==> src/rtl/rxto_pkg.sv <==
package rxto_pkg;
   // Counter phase: stopped, reload armed, counting, expired
   typedef enum logic [1:0] {
      PH_IDLE = 2'd0,
      PH_ARM  = 2'd1,
      PH_RUN  = 2'd2,
      PH_DONE = 2'd3
   } rxto_phase_e;
endpackage

==> src/rtl/rxto_cmd_dec.sv <==
module rxto_cmd_dec #(
   parameter int unsigned           OP_W     = 4,
   parameter logic [OP_W-1:0]       ENTER_OP = 'hA,
   parameter logic [OP_W-1:0]       LEAVE_OP = 'hC
) (
   input  logic            clk,
   input  logic            rst_n,
   input  logic            cmd_wr,
   input  logic [OP_W-1:0] cmd_op,
   output logic            enter_p,
   output logic            leave_p,
   output logic            tmo_mode
);
   generate
      if (ENTER_OP == LEAVE_OP) begin : g_bad_ops
         $error("rxto_cmd_dec: enter and leave codes must differ");
      end
   endgenerate

   assign enter_p = cmd_wr && (cmd_op == ENTER_OP);
   assign leave_p = cmd_wr && (cmd_op == LEAVE_OP);

   always_ff @(posedge clk or negedge rst_n) begin
      if (!rst_n)       tmo_mode <= 1'b0;
      else if (enter_p) tmo_mode <= 1'b1;
      else if (leave_p) tmo_mode <= 1'b0;
   end

   AST_MODE_LEAVE: assert property (@(posedge clk) disable iff (!rst_n)
      leave_p |=> !tmo_mode) else $error("leave command did not clear mode");
endmodule

==> src/rtl/rxto_count.sv <==
module rxto_count #(
   parameter int unsigned W = 16
) (
   input  logic         clk,
   input  logic         rst_n,
   input  logic         ld,
   input  logic         dec,
   input  logic [W-1:0] preset,
   output logic [W-1:0] cnt,
   output logic         cnt_last
);
   localparam logic [W-1:0] ONE  = {{(W-1){1'b0}}, 1'b1};
   localparam logic [W-1:0] ZERO = '0;

   generate
      if (W < 2) begin : g_bad_w
         $error("rxto_count: width must be at least 2");
      end
   endgenerate

   always_ff @(posedge clk or negedge rst_n) begin
      if (!rst_n)                   cnt <= ZERO;
      else if (ld)                  cnt <= preset;
      else if (dec && cnt != ZERO)  cnt <= cnt - ONE;
   end

   // A step from one or zero is the expiring step
   assign cnt_last = (cnt <= ONE);

   AST_CNT_HOLD: assert property (@(posedge clk) disable iff (!rst_n)
      (!ld && !dec) |=> $stable(cnt)) else $error("count moved without load or step");
   AST_NO_WRAP: assert property (@(posedge clk) disable iff (!rst_n)
      (!ld && cnt == ZERO) |=> cnt == ZERO) else $error("count wrapped below zero");
endmodule

==> src/rtl/rxto_seq.sv <==
module rxto_seq
   import rxto_pkg::*;
(
   input  logic        clk,
   input  logic        rst_n,
   input  logic        tick,
   input  logic        xfer,
   input  logic        enter_p,
   input  logic        leave_p,
   input  logic        tmo_mode,
   input  logic        sw_start,
   input  logic        sw_stop,
   input  logic        cnt_last,
   output rxto_phase_e phase,
   output logic        ld_preset,
   output logic        dec_en,
   output logic        rdy
);
   rxto_phase_e ph_n;
   logic        rdy_n;

   // Priority: mode commands, character strobe, software strobes, tick
   always_comb begin
      ph_n      = phase;
      rdy_n     = rdy;
      ld_preset = 1'b0;
      dec_en    = 1'b0;
      if (enter_p) begin
         ph_n  = PH_IDLE;
         rdy_n = 1'b0;
      end else if (leave_p) begin
         ph_n  = PH_IDLE;
      end else if (tmo_mode && xfer) begin
         ph_n  = PH_ARM;
         rdy_n = 1'b0;
      end else if (!tmo_mode && sw_stop) begin
         ph_n  = PH_IDLE;
         rdy_n = 1'b0;
      end else if (!tmo_mode && sw_start) begin
         ph_n      = PH_RUN;
         ld_preset = 1'b1;
         rdy_n     = 1'b0;
      end else if (tick) begin
         unique case (phase)
            PH_ARM: begin
               ld_preset = 1'b1;
               ph_n      = PH_RUN;
            end
            PH_RUN: begin
               dec_en = 1'b1;
               if (cnt_last) begin
                  ph_n  = PH_DONE;
                  rdy_n = 1'b1;
               end
            end
            default: ;
         endcase
      end
   end

   always_ff @(posedge clk or negedge rst_n) begin
      if (!rst_n) begin
         phase <= PH_IDLE;
         rdy   <= 1'b0;
      end else begin
         phase <= ph_n;
         rdy   <= rdy_n;
      end
   end

   AST_SW_IGNORED: assert property (@(posedge clk) disable iff (!rst_n)
      (tmo_mode && (sw_start || sw_stop) && !xfer && !enter_p && !leave_p && !tick)
      |=> ($stable(phase) && $stable(rdy))) else $error("software strobe acted in timeout mode");
   AST_DONE_HOLDS: assert property (@(posedge clk) disable iff (!rst_n)
      (phase == PH_DONE && !xfer && !enter_p && !leave_p && !sw_start && !sw_stop)
      |=> (phase == PH_DONE && rdy)) else $error("expired state left without cause");
endmodule

==> src/rtl/rxto_idle_timer.sv <==
module rxto_idle_timer
   import rxto_pkg::*;
#(
   parameter int unsigned PRESET_W = 16,
   parameter int unsigned OP_W     = 4,
   parameter bit          IRQ_REG  = 1'b0
) (
   input  logic                   clk,
   input  logic                   rst_n,
   input  logic                   ct_tick,
   input  logic                   rx_xfer,
   input  logic                   cmd_wr,
   input  logic [OP_W-1:0]        cmd_op,
   input  logic                   sw_start,
   input  logic                   sw_stop,
   input  logic [PRESET_W/2-1:0]  preset_hi,
   input  logic [PRESET_W/2-1:0]  preset_lo,
   input  logic                   rdy_mask,
   output logic                   cnt_ready,
   output logic                   cnt_irq
);
   localparam int unsigned HALF_W = PRESET_W / 2;
   localparam logic [OP_W-1:0] ENTER_OP = 'hA;
   localparam logic [OP_W-1:0] LEAVE_OP = 'hC;

   generate
      if ((PRESET_W % 2) != 0 || PRESET_W < 2) begin : g_bad_w
         $error("rxto_idle_timer: preset width must be even and at least 2");
      end
      if (OP_W < 4) begin : g_bad_op
         $error("rxto_idle_timer: command field too narrow for its codes");
      end
   endgenerate

   logic                enter_p, leave_p, tmo_mode;
   logic                ld_preset, dec_en, cnt_last;
   logic [PRESET_W-1:0] preset, cnt;
   rxto_phase_e         phase;

   assign preset = {preset_hi, preset_lo};

   rxto_cmd_dec #(
      .OP_W     (OP_W),
      .ENTER_OP (ENTER_OP),
      .LEAVE_OP (LEAVE_OP)
   ) u_cmd (
      .clk      (clk),
      .rst_n    (rst_n),
      .cmd_wr   (cmd_wr),
      .cmd_op   (cmd_op),
      .enter_p  (enter_p),
      .leave_p  (leave_p),
      .tmo_mode (tmo_mode)
   );

   rxto_seq u_seq (
      .clk       (clk),
      .rst_n     (rst_n),
      .tick      (ct_tick),
      .xfer      (rx_xfer),
      .enter_p   (enter_p),
      .leave_p   (leave_p),
      .tmo_mode  (tmo_mode),
      .sw_start  (sw_start),
      .sw_stop   (sw_stop),
      .cnt_last  (cnt_last),
      .phase     (phase),
      .ld_preset (ld_preset),
      .dec_en    (dec_en),
      .rdy       (cnt_ready)
   );

   rxto_count #(.W(PRESET_W)) u_cnt (
      .clk      (clk),
      .rst_n    (rst_n),
      .ld       (ld_preset),
      .dec      (dec_en),
      .preset   (preset),
      .cnt      (cnt),
      .cnt_last (cnt_last)
   );

   generate
      if (IRQ_REG) begin : g_irq_flop
         always_ff @(posedge clk or negedge rst_n) begin
            if (!rst_n) cnt_irq <= 1'b0;
            else        cnt_irq <= cnt_ready && rdy_mask;
         end
      end else begin : g_irq_comb
         assign cnt_irq = cnt_ready && rdy_mask;
      end
   endgenerate

   AST_ENTER_CLEARS: assert property (@(posedge clk) disable iff (!rst_n)
      (cmd_wr && cmd_op == ENTER_OP) |=> (!cnt_ready && phase == PH_IDLE))
      else $error("enter command did not clear and stop");
   AST_XFER_CLEARS: assert property (@(posedge clk) disable iff (!rst_n)
      (tmo_mode && rx_xfer && !cmd_wr) |=> (!cnt_ready && phase == PH_ARM))
      else $error("character did not clear ready and arm");
   AST_RELOAD_VALUE: assert property (@(posedge clk) disable iff (!rst_n)
      (phase == PH_ARM && ct_tick && !rx_xfer && !cmd_wr) |=> (cnt == $past(preset)))
      else $error("reload tick did not load the preset");
   AST_RISE_AT_ZERO: assert property (@(posedge clk) disable iff (!rst_n)
      $rose(cnt_ready) |-> (cnt == '0))
      else $error("ready rose with a nonzero count");
endmodule

==> config.mk <==
export PLATFORM = sky130hd
export DESIGN_NAME = rxto_idle_timer
export DESIGN_NICKNAME = d
export VERILOG_FILES = /design/src/rtl/rxto_pkg.sv /design/src/rtl/rxto_cmd_dec.sv /design/src/rtl/rxto_count.sv /design/src/rtl/rxto_seq.sv /design/src/rtl/rxto_idle_timer.sv
export SDC_FILE = /design/constraint.sdc
export NUM_CORES = 1
export LEC_CHECK = 0
export BUFFER_PORTS_ARGS = -buffer_cell sky130_fd_sc_hd__buf_2
export CAP_MARGIN = 10
export CORE_MARGIN = 3
export CORE_UTILIZATION = 50
export CTS_BUF_LIST = sky130_fd_sc_hd__clkbuf_2 sky130_fd_sc_hd__clkbuf_4 sky130_fd_sc_hd__clkbuf_8
export DETAILED_ROUTE_END_ITERATION = 16
export PLACE_DENSITY_LB_ADDON = 0.05
export SYNTH_ARGS = -nofsm -noshare
export SYNTH_HDL_FRONTEND = slang
export SYNTH_HIERARCHICAL = 1
export SYNTH_SLANG_ARGS = --single-unit
==> constraint.sdc <==
create_clock -name clk -period 4.7 [get_ports clk]
set_input_delay 0.235 -clock clk [delete_from_list [all_inputs] [get_ports clk]]
set_output_delay 0.235 -clock clk [all_outputs]
set_load 0.01 [all_outputs]
==> impl_results.md <==
* Clock Skew at ~10 ps
* Metal-1 WL at 1.70 mm
* CP Class: flip-flop to flip-flop
* Worst setup EP type: flip-flop
* #FFs+latches synth at 20
* Initial antenna violation count at 0
* WL met3 at between 200 and 250 µm
* Critical Path AT at roughly 3300 ps
* Total Routing Usage GR at a little over a fifth
* Final Hold Viols at 0
* # clock sinks at 20
* Leak Pwr at around 0.00067 µW
* Vias in the first global route at approximately 1200
* I/O pin cnt at 30
* Reg clk slew, reported paths at ~110 ps
* Status: completed
* Avg Cell Area, Syn at ~8.5 µm²
* Max Fclk at between 300 and 400 MHz
* Core footprint at between 0.002 and 0.003 mm²
* Multi-input logic area at approximately 850 µm²
* Final RePlAce weighted congestion at around 0.92
* CP required at 4950 ps
* Startpoint types: flip-flop
* Gate Count Post-Synth at around 170
* Routed len/inst at roughly 16 µm
* Power per cell area at between 400 and 500 mW/mm²
* Die area at around 0.0035 mm²
* Routed via count at 1361
* Share of layout cells above drive strength 1 at ~23%
* Total of fill cells in the finished design at 242
* Slew Viols, Final at 0
* CTS tree: done
* Total clock buffers created by CTS at 3
* Vias per cell at just over 6
* Post-synth ARST share at 100%
* Global-route wire length before repair at between 5 and 6 mm
* Slew headroom at ~37%
* Initial drt markers at 86
* Peak supply drop at ~320 µV
* Clk buf depth at 2
* Tmin final at between 3000 and 4000 ps
* Maximum net fanout on the critical path at 9
* Clk Latency, worst-skew pair at 300 ps
* Post-synthesis sequential area ratio at a little over a third
* FF/Latch Area at 500 µm²
* Unrepaired setup endpoints after global routing: no
* CTS resizes at 0
* Crit share post-route at 64.1%
* Synth Warn # at 6
* DR WL met2 at between 1.5 and 2 mm
* DP HPWL at between 2 and 3 mm
* DR DRC count at 0
* Hold WS at around 130 ps
* Area grow syn2layout at 14.4%
* Fin util at approximately 63%
* Hold Path Class: input port to flip-flop
* Cts hold-fix bufs at 1
* Starting density of the core at ~55%
* Die height at ~59 µm
* Pin count of the biggest net entering global routing at 27
* Std cell rows at 18
* TNS Setup at 0 ps
* Chip Width at between 50 and 60 µm
* Setup violators final at 0
* Synth Cell Area at 0.00141 mm²
* Total gr overflow at 0
* Syn_nets at 195
* Ant. Diodes at 0
* H-tree Lvls at 1
* Top Metal Used: met4
* Antenna viol nets, final at 0
* Final Routed Wirelength at between 3 and 4 mm
* Port Buffers at 29
* DR pass1 iterations at 4
* Post-synth EDFFs at 0
* Top FF cell, synth: dfrtp_1
* Max-Cap Viols at 0
* Yosys cell types at 49
* Post-CTS Setup Bufs at 0
* Clk root buf: clkbuf_4
* Layout Nets at approximately 230
* Worst-Margin Slew at around 930 ps
[registers in the layout (all words and copies together), names as in the netlist]
register and count:
u_cnt/cnt 16, u_seq/phase 2, u_seq/rdy 1, u_cmd/tmo_mode 1
[path summary, 6_finish.rpt]
| kind | start | end | slack [ps] | cells after the start |
|---|---|---|---|---|
| setup / recovery | u_cmd/tmo_mode | u_cnt/cnt[13] | 1690 | 7 |
| hold / removal | preset_lo[4] | u_cnt/cnt[4] | 130 | 3 |
| setup reg to reg | u_cmd/tmo_mode | u_cnt/cnt[13] | 1690 | 7 |
| hold reg to reg | u_seq/phase[1] | u_seq/phase[1] | 560 | 2 |
| max in group asynchronous | rst_n | u_cnt/cnt[14] | 3960 | 2 |
| min in group asynchronous | rst_n | u_seq/phase[0] | 410 | 2 |
[per-stage QoR]
stage                     area [µm²]  std cells  worst slack, ps  total power [µW]
final                           1610        223             1690               673
after global routing            1610        223             1530               730
after CTS                       1610        223             1720               672
after detailed placement        1580        219             1620               588
after global placement          1580        219             1800               576
after floorplan                 1410        165             1990               510
[cell families after synthesis]
family / after synthesis / synth area share [%]
buffers and inverters: 15 / 4.09
and+or+nand+nor: 79 / 33.9
adders and majority gates: 2 / 1.78
AOI/OAI and AO/OA: 46 / 22.4
muxes: 3 / 2.22
DFF: 20 / 35.6
[Yosys cell counts (2+ instances only)]
library cell / instances / share of area, %
nand3_1: 9 / 3.2
nor2_1: 12 / 3.2
o2111ai_1: 2 / 1.2
inv_1: 8 / 2.1
ha_1: 2 / 1.8
nor3b_2: 2 / 1.8
nand4_1: 2 / 0.89
nor2b_1: 4 / 1.8
mux2i_1: 2 / 1.4
nand2b_1: 2 / 0.89
o41ai_1: 2 / 1.2
clkbuf_1: 6 / 1.6
or4_1: 2 / 1.1
nand3b_1: 2 / 1.1
a211o_1: 3 / 1.9
or3_1: 3 / 1.3
o211ai_1: 4 / 2.1
nand2_1: 12 / 3.2
nor4_1: 4 / 1.8
dfrtp_1: 20 / 36
and2_1: 2 / 0.89
or4b_1: 2 / 1.4
a21oi_1: 13 / 4.6
nor3_1: 10 / 3.6
a22oi_1: 2 / 1.1
a2bb2oi_1: 4 / 2.5
o21ai_0: 7 / 2.5
[metal layers]
| metal | vias up | track usage, % |
|---|---|---|
| li1 | 679 | - |
| met4 | 0 | 5.18 |
| met2 | 45 | 34.2 |
| met3 | 2 | 3.92 |
| met1 | 635 | 31.0 |
| met5 | - | 0 |
[final cells by class]
cell class,count,share of cell area (%)
multi-input cells,130,52.7
flip-flops and latches,20,31.1
repair buffers,32,10.6
well taps,30,2.33
inverters,8,1.87
clock buffers,3,1.40
[cells in the final DEF (no fill, tap or decap), drive strengths merged, types with 8 or more instances in the layout]
cell	Yosys	final
o21ai	8	8
nand2	12	12
dfrtp	20	20
buf	1	31
nor3	11	11
a21oi	13	13
nand3	9	9
nor2	12	12
inv	8	8
[critical path, cell delays in order (launching register included)]
cell and delay [ps]:
dfrtp_1 480, a211oi_2 240, o21ai_1 150, nor3_2 470
or4b_1 580, or4_4 470, or4b_1 480, nand3_1 100
[report_power, final]
part	switching (µW)	internal (µW)	leakage (µW)
registers	90.1	243	0.000235
clock network	50.9	29.9	0.0000138
logic	139	119	0.000426
total	280	392	0.000674
Note: power is estimated with default switching activity, not from simulation.
